$ cat src/rtl/dmx_pkg.sv
package dmx_pkg;
  typedef enum logic [1:0] {
    OP_READ  = 2'b00,
    OP_WRITE = 2'b01,
    OP_SPACE = 2'b10
  } dmx_op_e;
endpackage

$ cat src/rtl/dmx_rec_counter.sv
module dmx_rec_counter #(
  parameter int W = 16
) (
  input  logic         clk,
  input  logic         rst_n,
  input  logic         load,
  input  logic [W-1:0] load_val,
  input  logic         step,
  output logic [W-1:0] count,
  output logic         at_zero
);
  logic [W-1:0] cnt_q, cnt_d;

  always_comb begin
    cnt_d = cnt_q;
    if (load)      cnt_d = load_val;
    else if (step) cnt_d = cnt_q + {{(W-1){1'b0}}, 1'b1};
  end

  always_ff @(posedge clk or negedge rst_n) begin
    if (!rst_n) cnt_q <= '0;
    else        cnt_q <= cnt_d;
  end

  assign count   = cnt_q;
  assign at_zero = (cnt_q == '0);
endmodule

$ cat src/rtl/dmx_addr_gen.sv
module dmx_addr_gen #(
  parameter int LO_W  = 16,
  parameter int EXT_W = 2,
  localparam int FULL_W = LO_W + EXT_W,
  localparam int WORD_W = FULL_W - 1
) (
  input  logic              clk,
  input  logic              rst_n,
  input  logic              load,
  input  logic [FULL_W-1:0] load_val,
  input  logic              step,
  output logic [FULL_W-1:0] word_addr,
  output logic              byte_sel
);
  logic [LO_W-1:0]   lo_q, lo_d;
  logic [EXT_W-1:0]  ext_q, ext_d;
  logic [WORD_W-1:0] word_cur, word_nxt;

  assign word_cur = {ext_q, lo_q[LO_W-1:1]};
  assign word_nxt = word_cur + {{(WORD_W-1){1'b0}}, 1'b1};

  always_comb begin
    lo_d  = lo_q;
    ext_d = ext_q;
    if (load) begin
      {ext_d, lo_d} = load_val;
    end else if (step) begin
      {ext_d, lo_d[LO_W-1:1]} = word_nxt;
      lo_d[0] = lo_q[0];
    end
  end

  always_ff @(posedge clk or negedge rst_n) begin
    if (!rst_n) begin
      lo_q  <= '0;
      ext_q <= '0;
    end else begin
      lo_q  <= lo_d;
      ext_q <= ext_d;
    end
  end

  assign word_addr = {ext_q, lo_q[LO_W-1:1], 1'b0};
  assign byte_sel  = lo_q[0];
endmodule

$ cat src/rtl/dmx_sync_watch.sv
module dmx_sync_watch #(
  parameter int TMO = 1250,
  localparam int TW = $clog2(TMO + 1)
) (
  input  logic clk,
  input  logic rst_n,
  input  logic arm,
  input  logic sync,
  input  logic reply,
  output logic expired
);
  logic [TW-1:0] tmr_q, tmr_d;
  logic          run, hit;

  assign run = arm && sync && !reply;
  assign hit = run && (tmr_q == TW'(TMO - 1));

  always_comb begin
    tmr_d = '0;
    if (run && !hit) tmr_d = tmr_q + {{(TW-1){1'b0}}, 1'b1};
  end

  always_ff @(posedge clk or negedge rst_n) begin
    if (!rst_n) tmr_q <= '0;
    else        tmr_q <= tmr_d;
  end

  assign expired = hit;
endmodule

$ cat src/rtl/dma_xfer_engine.sv
module dma_xfer_engine
  import dmx_pkg::*;
#(
  parameter int CNT_W       = 16,
  parameter int ADDR_W      = 16,
  parameter int EXT_W       = 2,
  parameter int TIMEOUT_CYC = 1250,
  localparam int FULL_W = ADDR_W + EXT_W
) (
  input  logic              clk,
  input  logic              rst_n,
  input  logic [1:0]        op_mode,
  input  logic              op_start,
  input  logic              cnt_load,
  input  logic [CNT_W-1:0]  cnt_value,
  input  logic              addr_load,
  input  logic [FULL_W-1:0] addr_value,
  input  logic              char_req,
  input  logic              rec_end,
  input  logic              bus_grant,
  input  logic              master_sync,
  input  logic              slave_reply,
  input  logic              mem_done,
  output logic              xfer_req,
  output logic [FULL_W-1:0] cur_addr,
  output logic              byte_sel,
  output logic [CNT_W-1:0]  cnt_out,
  output logic              last_byte,
  output logic              busy,
  output logic              err_rle,
  output logic              err_bgl,
  output logic              err_nxm,
  output logic              rearm_go
);
  dmx_op_e    mode_q, mode_d;
  logic       act_q, act_d, pend_q, pend_d, gr_q, gr_d, frz_q, frz_d;
  logic       rle_q, rle_d, bgl_q, bgl_d, nxm_q, nxm_d, rearm_q, rearm_d;
  logic       cnt_step, addr_step, expired, cnt_zero;
  logic [CNT_W-1:0] cnt_val;

  dmx_rec_counter #(.W(CNT_W)) u_cnt (
    .clk(clk), .rst_n(rst_n), .load(cnt_load), .load_val(cnt_value),
    .step(cnt_step), .count(cnt_val), .at_zero(cnt_zero)
  );

  dmx_addr_gen #(.LO_W(ADDR_W), .EXT_W(EXT_W)) u_addr (
    .clk(clk), .rst_n(rst_n), .load(addr_load), .load_val(addr_value),
    .step(addr_step), .word_addr(cur_addr), .byte_sel(byte_sel)
  );

  dmx_sync_watch #(.TMO(TIMEOUT_CYC)) u_watch (
    .clk(clk), .rst_n(rst_n), .arm(act_q), .sync(master_sync),
    .reply(slave_reply), .expired(expired)
  );

  always_comb begin
    mode_d = mode_q; act_d = act_q; pend_d = pend_q; gr_d = gr_q;
    frz_d = frz_q; rle_d = rle_q; bgl_d = bgl_q; nxm_d = nxm_q;
    rearm_d = 1'b0; cnt_step = 1'b0; addr_step = 1'b0;
    if (op_start) begin
      act_d = 1'b1; pend_d = 1'b0; gr_d = 1'b0; frz_d = 1'b0;
      rle_d = 1'b0; bgl_d = 1'b0; nxm_d = 1'b0;
      mode_d = (op_mode == 2'b11) ? OP_WRITE : dmx_op_e'(op_mode);
    end else if (act_q) begin
      if (expired) begin
        nxm_d = 1'b1; act_d = 1'b0; pend_d = 1'b0; gr_d = 1'b0;
      end else begin
        if (pend_q && bus_grant) gr_d = 1'b1;
        if (pend_q && mem_done) begin
          pend_d = 1'b0; gr_d = 1'b0; cnt_step = 1'b1; addr_step = 1'b1;
        end
        if (char_req && (mode_q != OP_SPACE) && !frz_q) begin
          if (pend_q && !gr_q) begin
            bgl_d = 1'b1; act_d = 1'b0; pend_d = 1'b0; gr_d = 1'b0;
          end else if (!pend_q) begin
            if (cnt_zero) begin
              if (mode_q == OP_READ) begin
                rle_d = 1'b1; frz_d = 1'b1;
              end
            end else begin
              pend_d = 1'b1; gr_d = 1'b0;
            end
          end
        end
        if (rec_end) begin
          if (mode_q == OP_SPACE) begin
            cnt_step = 1'b1;
            if (cnt_val != '1) rearm_d = 1'b1;
            else               act_d = 1'b0;
          end else begin
            act_d = 1'b0; pend_d = 1'b0; gr_d = 1'b0;
          end
        end
      end
    end
  end

  always_ff @(posedge clk or negedge rst_n) begin
    if (!rst_n) begin
      mode_q <= OP_READ; act_q <= 1'b0; pend_q <= 1'b0; gr_q <= 1'b0;
      frz_q <= 1'b0; rle_q <= 1'b0; bgl_q <= 1'b0; nxm_q <= 1'b0;
      rearm_q <= 1'b0;
    end else begin
      mode_q <= mode_d; act_q <= act_d; pend_q <= pend_d; gr_q <= gr_d;
      frz_q <= frz_d; rle_q <= rle_d; bgl_q <= bgl_d; nxm_q <= nxm_d;
      rearm_q <= rearm_d;
    end
  end

  assign xfer_req  = pend_q;
  assign cnt_out   = cnt_val;
  assign last_byte = cnt_zero;
  assign busy      = act_q;
  assign err_rle   = rle_q;
  assign err_bgl   = bgl_q;
  assign err_nxm   = nxm_q;
  assign rearm_go  = rearm_q;
endmodule

$ cat config.mk
export PLATFORM = sky130hd
export DESIGN_NAME = dma_xfer_engine
export DESIGN_NICKNAME = d
export VERILOG_FILES = /design/src/rtl/dmx_pkg.sv /design/src/rtl/dmx_rec_counter.sv /design/src/rtl/dmx_addr_gen.sv /design/src/rtl/dmx_sync_watch.sv /design/src/rtl/dma_xfer_engine.sv
export SDC_FILE = /design/constraint.sdc
export NUM_CORES = 1
export LEC_CHECK = 0
export BUFFER_PORTS_ARGS = -buffer_cell sky130_fd_sc_hd__buf_2
export CAP_MARGIN = 25
export CORE_AREA = 5 5 86 88
export CTS_BUF_LIST = sky130_fd_sc_hd__clkbuf_16
export CTS_CLUSTER_DIAMETER = 30
export DETAILED_ROUTE_END_ITERATION = 16
export DIE_AREA = 0 0 91 93
export PLACE_DENSITY_LB_ADDON = 0.3
export SYNTH_ARGS = -nofsm -noshare
export SYNTH_HDL_FRONTEND = slang
export SYNTH_SLANG_ARGS = --single-unit
$ cat constraint.sdc
create_clock -name clk -period 3 [get_ports clk]
set_input_delay 0.3 -clock clk [delete_from_list [all_inputs] [get_ports clk]]
set_output_delay 0.3 -clock clk [all_outputs]
set_load 0.005 [all_outputs]
After elaboration in Yosys (flattened, before gate mapping)
Index checks and enable logic that the tools add are counted.
{ "totals": {"reg_bits": 54, "input_bits": 47, "output_inout_bits": 42, "word_cells": 118} }
{ "op_classes": {"addsub": 3, "eq_ne": 8, "muxes": 68, "reduce_logical": 26} }
{ "op_table": {"columns": ["op", "n"], "rows": [
  ["16-bit 2-to-1 mux", 4],
  ["1-bit 2-to-1 mux", 60],
  ["17-bit by 1-bit adder with 17-bit output, second input constant", 1],
  ["16-bit by 1-bit adder with 16-bit output, second input constant", 1],
  ["16-bit logical NOT", 1],
  ["16-bit != test, second input constant", 1],
  ["2-bit nonzero test", 8],
  ["11-bit by 1-bit adder with 11-bit output, second input constant", 1],
  ["11-bit == test, second input constant", 1],
  ["11-bit 2-to-1 mux", 1],
  ["1-bit logical AND", 9],
  ["2-bit != test, second input constant", 4],
  ["7-bit AND reduction", 1],
  ["2-bit 2-to-1 mux", 3],
  ["2-bit == test, second input constant", 2],
  ["1-bit logical NOT", 4],
  ["4-bit AND reduction", 1],
  ["2-bit logical NOT", 1],
  ["2-bit AND reduction", 1]
]} }

Logic depth before layout (Yosys ltp)
Gate-level depths: netlist of run 1.
{ "depth": {"ltp_word": 12, "ltp_mapped": 8, "depth_no_buf": 7} }

Cells and area by module
A second synthesis of run 1 with hierarchy kept.
{ "unflattened": {"hier_cells": 323, "area_unflattened_um2": 3052.9} }
{ "modules_own_cells": {"columns": ["mod", "n_inst", "cells_per_inst", "area_each_um2", "seq_area_each_um2"], "rows": [
  ["dmx_addr_gen", 1, 110, 1017.2, 450.4],
  ["dmx_rec_counter", 1, 102, 918.4, 400.4],
  ["dmx_sync_watch", 1, 55, 576.8, 275.3],
  ["dma_xfer_engine", 1, 56, 540.5, 225.2]
]} }

Worst setup path after synthesis of run 1
No wires, ideal clock.
{ "synth_timing": {"path_kind": "register -> register", "start": "register u_watch.tmr_q[0]", "end": "register u_addr.lo_q[13]", "setup_time_ns": 0.125, "t_arrival_ns": 1.692, "required_ns": 2.875, "path_slack_ns": 1.184, "path_stages_with_launch": 8, "path_buffers": 1, "period_less_slack_ns": 1.816, "cell_sequence": "dfrtp_1 > ha_1 > nor4bb_4 > and4_1 > buf_6 > nor4_2 > xor2_1 > mux2_2"} }
{ "synth_between": {"elab_chain_len": 6} }
{ "synth_lines": {"columns": ["element", "line", "rtl"], "rows": [
  ["start: declaration", "dmx_sync_watch.sv:12", "logic [TW-1:0] tmr_q, tmr_d;"],
  ["start signal: assignment", "dmx_sync_watch.sv:25", "else tmr_q <= tmr_d;"],
  ["11-bit == test", "dmx_sync_watch.sv:16", "assign hit = run && (tmr_q == TW'(TMO - 1));"],
  ["1-bit logical AND", "dmx_sync_watch.sv:16", null],
  ["1-bit 2-to-1 mux", "dma_xfer_engine.sv:65", "if (expired) begin"],
  ["1-bit 2-to-1 mux", "dma_xfer_engine.sv:64", "end else if (act_q) begin"],
  ["1-bit 2-to-1 mux", "dma_xfer_engine.sv:60", "if (op_start) begin"],
  ["2-bit nonzero test (no source line)", null, null],
  ["end signal: assignment", "dmx_addr_gen.sv:38", "lo_q <= lo_d;"],
  ["end: declaration", "dmx_addr_gen.sv:15", "logic [LO_W-1:0] lo_q, lo_d;"]
]} }
Every way passes these cells.
A chain may end at the register's enable or synchronous reset.

Worst setup path in the final report of run 1
{ "layout_timing": {"start": "register u_watch.tmr_q[1]", "end": "register u_addr.lo_q[13]"} }
Same word-level chain as after synthesis.

==> flow_summary.rst, run 1 <==
.. list-table::
   :header-rows: 1

   * - Metric
     - Value
   * - Setup repair after global routing missed its margin
     - false
   * - Worst Setup Path Type
     - register to register
   * - Cts hold-fix bufs
     - 0
   * - Clock latency at the later pin of the worst-skew pair
     - 280 ps
   * - CTS buffer count
     - 5
   * - # DRC
     - 0
   * - Buffer depth of the longest clock path
     - 2
   * - Share of synthesized area occupied by flip-flops and latches
     - 43.17%
   * - Post-synthesis mux area share
     - 3.877%
   * - Main combinational cell family by area after synthesis
     - simple AND/OR/NAND/NOR gates
   * - Maximum fanout encountered on the critical timing path
     - 9
   * - Cells resized by post-CTS repair
     - 0
   * - Sum of negative setup slack
     - 0 ps
   * - Core Util, Final
     - 56.84%
   * - Time the worst path needs with I/O delays and setup
     - 2121 ps
   * - Worst slack at placement
     - 876.5 ps
   * - Worst Setup Slack, final
     - 879.0 ps
   * - Final number of hold-violating endpoints
     - 0
   * - Design Power
     - 1628 uW
   * - Share of the clock period used by the worst path
     - 70.70%
   * - Global-route wire length before repair
     - 12060 microns
   * - Number of failing setup endpoints in the final timing report
     - 0
   * - Largest vdd supply drop
     - 0.3238 mV
   * - Post-synth top area cell
     - sky130_fd_sc_hd__dfrtp_1
   * - Diodes inserted
     - 0
   * - Startpoint kind of the worst setup timing path
     - register
   * - Top achievable clock speed
     - 471.5 MHz
   * - Area growth from synthesis to layout
     - 19.26%
   * - Setup crit end kind
     - register
   * - Number of synthesis warnings
     - 0
   * - Height of the chip
     - 93 microns
   * - Clock tree skew after final layout
     - 3.763 ps
   * - Leading cell types by total area after synthesis
     - sky130_fd_sc_hd__dfrtp_1 (43%), sky130_fd_sc_hd__xnor2_1 (5.6%), sky130_fd_sc_hd__xor2_1 (5.6%), sky130_fd_sc_hd__nand2_1 (5.2%), sky130_fd_sc_hd__o21ai_1 (4.2%)
   * - Clock Pin Slew Worst Setup and Hold Paths
     - 70 ps
   * - Number of optimization iterations in the first detailed-route pass
     - 4
   * - Leakage power
     - 0.001642 uW
   * - Post-Synthesis Cells
     - 325
   * - Count of boundary I/O pins
     - 89
   * - Initial detailed-routing violation count
     - 93
   * - Area fraction in compound gates after synthesis
     - 7.514%
   * - Total number of vias
     - 2586
   * - Number of register bits inferred by synthesis
     - 54
   * - Arithmetic-cell share of the synthesized area counting full adders, half adders and majority gates
     - 1.998%
   * - Number of synthesized flops with an enable pin
     - 0
   * - Antenna violations before repair
     - 0
   * - Number of unique standard cell types used by synthesis
     - 47
   * - Maximum number of pins on one net before global-route repair
     - 55
   * - Result of the run
     - finished, final reports clean
   * - Max Cap Viol
     - 0
   * - Most used cells in the layout excluding fill and tap cells
     - sky130_fd_sc_hd__buf_2 (87), sky130_fd_sc_hd__dfrtp_1 (54), sky130_fd_sc_hd__nand2_1 (43)
   * - Total wire length
     - 7080 microns
   * - Core region area
     - 6569 sq um
   * - TritonCTS clock tree
     - yes
   * - Most frequently used flop master after synthesis
     - sky130_fd_sc_hd__dfrtp_1
   * - Worst-Margin Slew
     - 680.4 ps
   * - Number of nets in the finished design
     - 458
   * - Share of the synthesized netlist area taken by xor and xnor gates
     - 11.19%
   * - Clock H-tree levels
     - 2
   * - P per Cell Area
     - 436.0 nW/um^2
   * - Width of the die
     - 91 microns
   * - Number of rows in the core area
     - 30
   * - Total nets after synthesis
     - 377
   * - Die ar.
     - 8463 sq um
   * - Final worst hold slack
     - 134.9 ps
   * - HPWL Detailed
     - 5305 microns
   * - Total routing usage reported by global routing
     - 17.08%
   * - Mean area per synthesized cell
     - 9.632 sq um
   * - Fraction of synthesized cell area taken by the top area cell type
     - 43.17%
   * - CP required
     - 3170 ps
   * - Via count of the first global-routing pass
     - 2580
   * - Average detailed-routed wire length per instance
     - 14.57 microns
   * - Setup fix buffers added after clock tree synthesis
     - 0
   * - Cell area after synthesis
     - 3131 sq um
   * - Total overflow reported by the global router
     - 0
   * - Layout cell share with drive strength beyond 1
     - 29.06%
   * - Number of input and output port buffers inserted
     - 87
   * - Layout fillers
     - 594
   * - Count of final max-slew check failures
     - 0
   * - Hold crit path type
     - input pin to asynchronous set/reset pin
   * - Worst relative slew slack
     - 54.64%
   * - Starting utilization of the core area
     - 47.66%
   * - Async set-or-reset flop fraction in the synthesized netlist
     - 100.0%
   * - CTS sink cnt
     - 54
   * - Weighted congestion at the end of routability-driven global placement
     - 0.8250
   * - Leading cell type in the layout, fill and taps excluded
     - sky130_fd_sc_hd__buf_2
   * - Per-cell via count in the routed design
     - 5.321
   * - Number of nets with antenna violations after detailed routing
     - 0
   * - Worst EP arrival
     - 2290 ps
   * - Clock Root Buffer
     - sky130_fd_sc_hd__clkbuf_16
   * - Simple-gate area share of the yosys netlist
     - 28.74%
cell families after synthesis:
family,after synthesis
flops,54
compound gates,37
xor+xnor,40
simple gates,155
buf+inv,22
mux,11
other cells,1
fa+ha+maj,5
flip-flops by register name (all words and copies together), names as in the netlist:
name           cells
u_addr.ext_q       2
err_bgl            1
gr_q               1
err_nxm            1
err_rle            1
u_cnt.count       16
mode_q             2
u_watch.tmr_q     11
xfer_req           1
rearm_go           1
u_addr.lo_q       16
busy               1
path summary, 6_finish.rpt:
| path | startpoint | endpoint | slack (ps) | depth (start not counted) |
|---|---|---|---|---|
| worst max-delay path | u_watch.tmr_q[1]$_DFF_PN0_ | u_addr.lo_q[13]$_DFFE_PN0P_ | 880 | 7 |
| worst min-delay path | rst_n | u_addr.lo_q[0]$_DFFE_PN0P_ | 130 | 2 |
| worst max register to register | u_watch.tmr_q[1]$_DFF_PN0_ | u_addr.lo_q[13]$_DFFE_PN0P_ | 880 | 7 |
| worst min register to register | u_addr.lo_q[0]$_DFFE_PN0P_ | u_addr.lo_q[0]$_DFFE_PN0P_ | 500 | 1 |
| max in group asynchronous | rst_n | u_cnt.count[10]$_DFFE_PN0P_ | 2410 | 2 |
| min in group clk | cnt_value[10] | u_cnt.count[10]$_DFFE_PN0P_ | 220 | 3 |
routing by layer:
| layer | share of wire, % | track usage [%] | vias to the layer above |
|---|---|---|---|
| li1 | - | - | 1308 |
| met1 | 45 | 21.56 | 1206 |
| met2 | 48 | 28.67 | 70 |
| met3 | 6.4 | 5.471 | 2 |
| met4 | 0.35 | 3.790 | 0 |
| met5 | 0 | 0 | - |
worst max-delay path, cell delays in order, from the launching register on:
cell and delay [ps]:
sky130_fd_sc_hd__dfrtp_1 410, sky130_fd_sc_hd__inv_1 70, sky130_fd_sc_hd__ha_1 140, sky130_fd_sc_hd__nor4bb_4 340
sky130_fd_sc_hd__and4_1 520, sky130_fd_sc_hd__nor4_2 110, sky130_fd_sc_hd__xor2_1 150, sky130_fd_sc_hd__mux2_2 260
power breakdown:
group,total (uW),internal (uW),switching [uW],leakage (uW)
Sequential,845,777,68.1,0.000682
Clock,536,299,237,0.0000723
Combinational,246,122,124,0.000888
synth_stat cells (all sizes together), types with 3 or more instances:
master / n
nor4b: 3
nand2: 45
o21ai: 27
and3: 7
nand2b: 4
xnor2: 20
nand3b: 3
nor2: 25
buf: 7
nor3: 7
nand4b: 4
nand4: 14
and4: 3
ha: 5
clkbuf: 8
inv: 7
xor2: 20
mux2: 9
nor4: 10
nand3: 23
dfrtp: 54
per-stage QoR:
stage                     std cells  cell area, sq um
after floorplan                 325              3131
after global placement          479              3601
after detailed placement        479              3601
after CTS                       486              3734
after global routing            486              3734
final                           486              3734
layout make-up:
class                      count  area, sq um  share of cell area, %
clock buffer                   5        125.1                  3.351
timing repair buffer          89        450.4                  12.06
inverter                       7        26.28                 0.7038
sequential                    54         1351                  36.19
multi-input combinational    249         1673                  44.81
clock inverter                 2        7.507                 0.2011
tap                           80        100.1                  2.681
(Power assumes the default switching activity.)
==> run 2: changes to the inputs <==
--- a/config.mk
+++ b/config.mk
@@ -5,13 +5,14 @@
 export SDC_FILE = /design/constraint.sdc
 export NUM_CORES = 1
 export LEC_CHECK = 0
+export ABC_AREA = 1
 export BUFFER_PORTS_ARGS = -buffer_cell sky130_fd_sc_hd__buf_2
 export CAP_MARGIN = 25
-export CORE_AREA = 5 5 86 88
+export CORE_AREA = 5 5 91 93
 export CTS_BUF_LIST = sky130_fd_sc_hd__clkbuf_16
 export CTS_CLUSTER_DIAMETER = 30
 export DETAILED_ROUTE_END_ITERATION = 16
-export DIE_AREA = 0 0 91 93
+export DIE_AREA = 0 0 96 98
 export PLACE_DENSITY_LB_ADDON = 0.3
 export SYNTH_ARGS = -nofsm -noshare
 export SYNTH_HDL_FRONTEND = slang
==> constraint.sdc (replaced) <==
create_clock -name clk -period 2.1 [get_ports clk]
set_input_delay 0.21 -clock clk [delete_from_list [all_inputs] [get_ports clk]]
set_output_delay 0.21 -clock clk [all_outputs]
set_load 0.005 [all_outputs]
==> flow_summary.rst, run 2 <==
.. list-table::
   :header-rows: 1

   * - Metric
     - Value
   * - Time the worst path needs with I/O delays and setup
     - 1723 ps
   * - Number of nets with antenna violations after detailed routing
     - 0
   * - Area growth from synthesis to layout
     - 20.32%
   * - Leading cell type in the layout, fill and taps excluded
     - sky130_fd_sc_hd__nand2_1
   * - Endpoint of the worst hold path
     - u_addr.lo_q[0]$_DFFE_PN0P_
   * - Mean area per synthesized cell
     - 6.561 sq um
   * - Via count of the first global-routing pass
     - 3647
   * - Worst-Margin Slew
     - 631.4 ps
   * - Area after DPL
     - 4143 sq um
   * - Maximum fanout encountered on the critical timing path
     - 17
   * - Worst EP arrival
     - 1950 ps
   * - Worst slack at placement
     - 396.2 ps
   * - HPWL Detailed
     - 7011 microns
   * - Number of optimization iterations in the first detailed-route pass
     - 5
   * - Final worst hold slack
     - 138.3 ps
   * - Clock network fraction of design power
     - 35.7%
   * - Total overflow reported by the global router
     - 0
   * - Width of the die
     - 96 microns
   * - Fraction of synthesized cell area taken by the top area cell type
     - 37.45%
   * - Antenna violations before repair
     - 0
   * - Portion of total power attributed to combinational logic
     - 20.3%
   * - Clock Pin Slew Worst Setup and Hold Paths
     - 70 ps
   * - Global-route wire length before repair
     - 16260 microns
   * - Number of nets in the finished design
     - 687
   * - Post-Synthesis Cells
     - 550
   * - Worst Setup Slack, final
     - 377.1 ps
   * - Switching Share
     - 29.51%
   * - Top achievable clock speed
     - 580.4 MHz
   * - Async set-or-reset flop fraction in the synthesized netlist
     - 100.0%
   * - Buffer depth of the longest clock path
     - 2
   * - Proportion of power drawn by flip-flops and latches
     - 44.0%
   * - Share of the clock period used by the worst path
     - 82.04%
   * - CP required
     - 2320 ps
   * - Maximum number of pins on one net before global-route repair
     - 30
   * - Share of synthesized area occupied by flip-flops and latches
     - 37.45%
   * - Number of unique standard cell types used by synthesis
     - 30
   * - # DRC
     - 0
   * - Leading cell types by total area after synthesis
     - sky130_fd_sc_hd__dfrtp_1 (37%), sky130_fd_sc_hd__nand2_1 (23%), sky130_fd_sc_hd__nand3_1 (10%), sky130_fd_sc_hd__nor2_1 (6.4%), sky130_fd_sc_hd__inv_1 (4.4%)
   * - Clock Root Buffer
     - sky130_fd_sc_hd__clkbuf_16
   * - Sum of negative setup slack
     - 0 ps
   * - Internal cell power
     - 2071 uW
   * - Diodes inserted
     - 0
   * - Number of failing setup endpoints in the final timing report
     - 0
   * - Setup repair after global routing missed its margin
     - false
   * - Number of synthesized flops with an enable pin
     - 0
   * - Cells resized by post-CTS repair
     - 0
   * - Height of the chip
     - 98 microns
   * - Weighted congestion at the end of routability-driven global placement
     - 0.9588
   * - Largest vdd supply drop
     - 0.3058 mV
   * - Most frequent cells after synthesis
     - sky130_fd_sc_hd__nand2_1 (218), sky130_fd_sc_hd__nand3_1 (74), sky130_fd_sc_hd__nor2_1 (62)
   * - Starting utilization of the core area
     - 48.45%
   * - Post-synth top area cell
     - sky130_fd_sc_hd__dfrtp_1
   * - Final number of hold-violating endpoints
     - 0
   * - Worst hold stages
     - 3
   * - Clock H-tree levels
     - 2
   * - Initial detailed-routing violation count
     - 142
   * - Startpoint kind of the worst setup timing path
     - register
   * - Switching power summed over all nets
     - 866.9 uW
   * - Most frequently used flop master after synthesis
     - sky130_fd_sc_hd__dfrtp_1
   * - Layout cell share with drive strength beyond 1
     - 17.77%
   * - Most frequent cell after synthesis
     - sky130_fd_sc_hd__nand2_1
   * - Leakage power
     - 0.002286 uW
   * - Number of register bits inferred by synthesis
     - 54
   * - Clock latency at the later pin of the worst-skew pair
     - 290 ps
   * - Design Area, Final
     - 4342 sq um
   * - CTS buffer count
     - 5
   * - Total number of vias
     - 3807
   * - Worst reg2reg path depth
     - 7
   * - Worst Min Path Start
     - addr_value[0]
   * - Average detailed-routed wire length per instance
     - 12.81 microns
   * - Most used cells in the layout excluding fill and tap cells
     - sky130_fd_sc_hd__nand2_1 (218), sky130_fd_sc_hd__buf_2 (87), sky130_fd_sc_hd__nand3_1 (74)
   * - Number of input and output port buffers inserted
     - 87
   * - Reg-to-Reg Start
     - mode_q[0]$_DFFE_PN0P_
   * - Total nets after synthesis
     - 602
   * - Core region area
     - 7447 sq um
   * - Register-to-Register Setup Slack
     - 380 ps
   * - End of the worst register-to-register path
     - u_cnt.count[10]$_DFFE_PN0P_
   * - Number of synthesis warnings
     - 0
   * - Worst Setup Path Type
     - register to register
   * - Result of the run
     - finished, final reports clean
   * - Total wire length
     - 9457 microns
   * - P per Cell Area
     - 676.7 nW/um^2
   * - Clock tree skew after final layout
     - 5.867 ps
   * - CTS sink cnt
     - 54
   * - Die ar.
     - 9408 sq um
   * - Worst relative slew slack
     - 57.91%
   * - Cell area after synthesis
     - 3608 sq um
   * - Count of boundary I/O pins
     - 89
   * - Hold crit path type
     - input pin to register
   * - Max Cap Viol
     - 0
   * - Setup crit end kind
     - register
   * - TritonCTS clock tree
     - yes
   * - Number of rows in the core area
     - 32
   * - Total routing usage reported by global routing
     - 20.97%
   * - Per-cell via count in the routed design
     - 5.159
   * - Count of final max-slew check failures
     - 0
## run 2: cell types whose count changed after synthesis, sizes merged, moves of 16 or more
cell and delta:
inv +36, xor2 -17, nand3 +52, nor2 +40, nand2 +175, xnor2 -16
## run 2: power by group through the flow
stage,clock [uW],sequential (uW),combinational [uW]
floorplan,0,1280,365
global placement,0,1300,582
detailed placement,0,1310,599
CTS,1080,1290,605
global route,1110,1310,697
finish,1050,1290,597
## run 2: worst max path at each step
stage          slack [ps]                           to  cells after the start                  startpoint
6_report              380  u_cnt.count[10]$_DFFE_PN0P_                      7       mode_q[0]$_DFFE_PN0P_
4_1_cts               380  u_addr.ext_q[1]$_DFFE_PN0P_                      9  u_watch.tmr_q[1]$_DFF_PN0_
5_1_grt               260   u_cnt.count[4]$_DFFE_PN0P_                      7       mode_q[0]$_DFFE_PN0P_
3_3_place_gp          460  u_cnt.count[15]$_DFFE_PN0P_                      9  u_watch.tmr_q[1]$_DFF_PN0_
2_1_floorplan         620               busy$_DFF_PN0_                      8  u_cnt.count[1]$_DFFE_PN0P_
3_5_place_dp          400  u_cnt.count[10]$_DFFE_PN0P_                      9  u_watch.tmr_q[1]$_DFF_PN0_
## run 2: final cells by class
type,instances,area (sq um)
Inverter,43,161.4
Tap cell,102,127.6
Sequential cell,54,1351
Clock buffer,5,125.1
Fill cell,734,3105
Timing Repair Buffer,96,518.0
Multi-Input combinational cell,435,1994
Clock inverter,3,63.81
## run 2: timing repair
item | in CTS | in global routing
endpoints found under the hold margin | 25 | 0
hold buffers | 1 | 0
setup endpoints to repair | 0 | 0
setup buffers | 0 | 0
## run 2: layer usage
metal | GRT usage, % | part of all wire [%] | vias to the layer above
met5 | 0 | 0 | -
met4 | 5.689 | 0.82 | 0
met3 | 3.544 | 6.0 | 12
met2 | 36.11 | 51 | 116
met1 | 26.78 | 43 | 1749
li1 | - | - | 1930
## run 2: metrics by stage
| step | total power (uW) | util, % | cells |
|---|---|---|---|
| 2_1_floorplan | 1641 | - | 550 |
| 3_3_place_gp | 1884 | 55.63 | 729 |
| 3_5_place_dp | 1905 | 55.63 | 729 |
| 4_1_cts | 2969 | 58.30 | 738 |
| 5_1_grt | 3120 | 58.30 | 738 |
| 6_report | 2938 | 58.30 | 738 |
## run 2: cell families after synthesis
kind of cell | after synthesis | share of synthesized area [%]
compound gates | 38 | 5.756
flops | 54 | 37.45
buf+inv | 61 | 7.281
fa+ha+maj | 5 | 1.734
simple gates | 384 | 45.98
other cells | 1 | 0.1039
xor+xnor | 7 | 1.699
## run 2: worst max-delay path, cell delays in order (launching register included)
cell,delay (ps)
sky130_fd_sc_hd__dfrtp_1,400
sky130_fd_sc_hd__nor2_1,250
sky130_fd_sc_hd__inv_1,110
sky130_fd_sc_hd__o21ai_2,170
sky130_fd_sc_hd__nand4_4,300
sky130_fd_sc_hd__nand2_4,290
sky130_fd_sc_hd__nand2_1,70
sky130_fd_sc_hd__nand2_1,70
==> run 3: changes to the inputs <==
--- a/config.mk
+++ b/config.mk
@@ -8,11 +8,11 @@
 export ABC_AREA = 1
 export BUFFER_PORTS_ARGS = -buffer_cell sky130_fd_sc_hd__buf_2
 export CAP_MARGIN = 25
-export CORE_AREA = 5 5 91 93
+export CORE_AREA = 5 5 92 94
 export CTS_BUF_LIST = sky130_fd_sc_hd__clkbuf_16
 export CTS_CLUSTER_DIAMETER = 30
 export DETAILED_ROUTE_END_ITERATION = 16
-export DIE_AREA = 0 0 96 98
+export DIE_AREA = 0 0 97 99
 export PLACE_DENSITY_LB_ADDON = 0.3
 export SYNTH_ARGS = -nofsm -noshare
 export SYNTH_HDL_FRONTEND = slang
==> constraint.sdc (replaced) <==
create_clock -name clk -period 1.56 [get_ports clk]
set_input_delay 0.156 -clock clk [delete_from_list [all_inputs] [get_ports clk]]
set_output_delay 0.156 -clock clk [all_outputs]
set_load 0.005 [all_outputs]
==> flow_summary.rst, run 3 (same netlist as run 2, synthesis figures left out) <==
.. list-table::
   :header-rows: 1

   * - Metric
     - Value
   * - Diodes inserted
     - 0
   * - Width of the die
     - 97 microns
   * - Result of the run
     - complete, but fails checks
   * - Number of input and output port buffers inserted
     - 87
   * - Leakage power
     - 0.002443 uW
   * - Layout cell share with drive strength beyond 1
     - 23.87%
   * - Worst EP arrival
     - 1780 ps
   * - Number of failing setup endpoints in the final timing report
     - 4
   * - Clock H-tree levels
     - 2
   * - Average detailed-routed wire length per instance
     - 12.90 microns
   * - Hold crit path type
     - input pin to register
   * - Number of nets with antenna violations after detailed routing
     - 0
   * - Height of the chip
     - 99 microns
   * - Leading cell type in the layout, fill and taps excluded
     - sky130_fd_sc_hd__nand2_1
   * - P per Cell Area
     - 803.5 nW/um^2
   * - Maximum number of pins on one net before global-route repair
     - 32
   * - Count of final max-slew check failures
     - 0
   * - Initial detailed-routing violation count
     - 133
   * - Share of the clock period used by the worst path
     - 100.3%
   * - Core region area
     - 7567 sq um
   * - Starting utilization of the core area
     - 47.69%
   * - Worst Setup Slack, final
     - -4.549 ps
   * - Clock Root Buffer
     - sky130_fd_sc_hd__clkbuf_16
   * - Weighted congestion at the end of routability-driven global placement
     - 0.9064
   * - Total number of vias
     - 3924
   * - Per-cell via count in the routed design
     - 5.109
   * - Inst Count DP
     - 752
   * - Violated checks
     - setup timing
   * - Largest vdd supply drop
     - 0.5384 mV
   * - Max Cap Viol
     - 0
   * - Total routing usage reported by global routing
     - 19.50%
   * - Setup repair after global routing missed its margin
     - true
   * - Total area of multi-input combinational cells
     - 2077 sq um
   * - Sum of negative setup slack
     - -14.09 ps
   * - Number of nets in the finished design
     - 717
   * - Area growth from synthesis to layout
     - 28.57%
   * - Count of boundary I/O pins
     - 89
   * - Layout fillers
     - 728
   * - CTS sink cnt
     - 54
   * - Total wire length
     - 9904 microns
   * - Top achievable clock speed
     - 639.2 MHz
   * - Post-layout instance count excluding filler cells
     - 768
   * - Antenna violations before repair
     - 0
   * - Time the worst path needs with I/O delays and setup
     - 1565 ps
   * - HPWL Detailed
     - 7282 microns
   * - Clock latency at the later pin of the worst-skew pair
     - 280 ps
   * - Via count of the first global-routing pass
     - 3587
   * - Number of rows in the core area
     - 32
   * - TritonCTS clock tree
     - yes
   * - Total overflow reported by the global router
     - 0
   * - Clock Pin Slew Worst Setup and Hold Paths
     - 70 ps
   * - Clock tree skew after final layout
     - 5.589 ps
   * - # DRC
     - 0
   * - Setup crit end kind
     - register
   * - CTS buffer count
     - 5
   * - Number of optimization iterations in the first detailed-route pass
     - 5
   * - Die ar.
     - 9603 sq um
   * - CP required
     - 1780 ps
   * - Global-route wire length before repair
     - 16130 microns
   * - Worst Setup Path Type
     - register to register
   * - FF/Latch Area
     - 1354 sq um
   * - Buffer depth of the longest clock path
     - 2
   * - Final number of hold-violating endpoints
     - 0
   * - Maximum fanout encountered on the critical timing path
     - 7
   * - Startpoint kind of the worst setup timing path
     - register
   * - Most used cells in the layout excluding fill and tap cells
     - sky130_fd_sc_hd__nand2_1 (210), sky130_fd_sc_hd__buf_2 (87), sky130_fd_sc_hd__nand3_1 (74)
   * - Final worst hold slack
     - 71.71 ps
   * - Worst slack at placement
     - -19.13 ps
## run 3: cell count changes in the layout (fill, tap and decap cells not counted), sizes merged
| cell | before | now |
|---|---|---|
| inv | 43 | 44 |
| clkbuf | 5 | 6 |
| nand2 | 220 | 222 |
| clkinv | 1 | 2 |
| buf | 95 | 122 |
| bufinv | 2 | 0 |
## run 3: final timing paths
check                                      startpoint  cells after the start                    endpoint  slack (ps)
max in group asynchronous                       rst_n                      3  u_cnt.count[1]$_DFFE_PN0P_         690
min reg2reg                u_addr.lo_q[0]$_DFFE_PN0P_                      2  u_addr.lo_q[0]$_DFFE_PN0P_         480
max reg2reg                u_watch.tmr_q[1]$_DFF_PN0_                      9  u_cnt.count[2]$_DFFE_PN0P_          -5
max                        u_watch.tmr_q[1]$_DFF_PN0_                      9  u_cnt.count[2]$_DFFE_PN0P_          -5
min                                     addr_value[0]                      3  u_addr.lo_q[0]$_DFFE_PN0P_          70
min in group asynchronous                       rst_n                      2  u_watch.tmr_q[3]$_DFF_PN0_         310
## run 3: repair_timing
item	in CTS	in global routing
hold endpoints to repair	13	0
hold buffers	1	0
pin swaps	0	5
setup buffers	2	1
cloned	0	4
setup endpoints to repair	15	39
resized for setup	3	22
## run 3: metrics by stage
stage / instance area, sq um / utilization (%) / total power [uW]
finish: 4639 / 61.31 / 3728
global route: 4639 / 61.31 / 3965
CTS: 4518 / 59.71 / 3720
detailed placement: 4340 / 57.36 / 2647
global placement: 4340 / 57.36 / 2616
floorplan: 3608 / - / 2208
## run 3: power breakdown
| part | internal, uW | switching [uW] | leakage (uW) |
|---|---|---|---|
| sequential | 1530 | 177 | 0.000695 |
| clock | 582 | 476 | 0.0000724 |
| combinational | 430 | 532 | 0.00168 |
| total | 2540 | 1180 | 0.00244 |
## run 3: worst max-delay path, stage by stage (launching register included)
cell	delay (ps)
sky130_fd_sc_hd__dfrtp_1	400
sky130_fd_sc_hd__inv_1	60
sky130_fd_sc_hd__ha_1	150
sky130_fd_sc_hd__nand2_2	70
sky130_fd_sc_hd__nor3_4	170
sky130_fd_sc_hd__nand3_4	130
sky130_fd_sc_hd__nand4_4	180
sky130_fd_sc_hd__clkbuf_16	190
sky130_fd_sc_hd__nand3_1	60
sky130_fd_sc_hd__nand2_1	80
## run 3: final cells by class
cell class / instances / share of cell area (%)
multi-input cells: 437 / 44.77
inverters: 43 / 3.479
well taps: 102 / 2.751
clock buffers: 5 / 2.697
clock inverters: 3 / 0.2697
flip-flops and latches: 54 / 29.18
repair buffers: 124 / 16.86
## run 3: per-layer routing
metal	track usage (%)	up-vias	routed length, microns
met5	0	-	0
met4	3.348	0	62
met1	25.41	1796	4281
li1	-	1993	-
met3	3.326	8	672
met2	34.50	127	4887
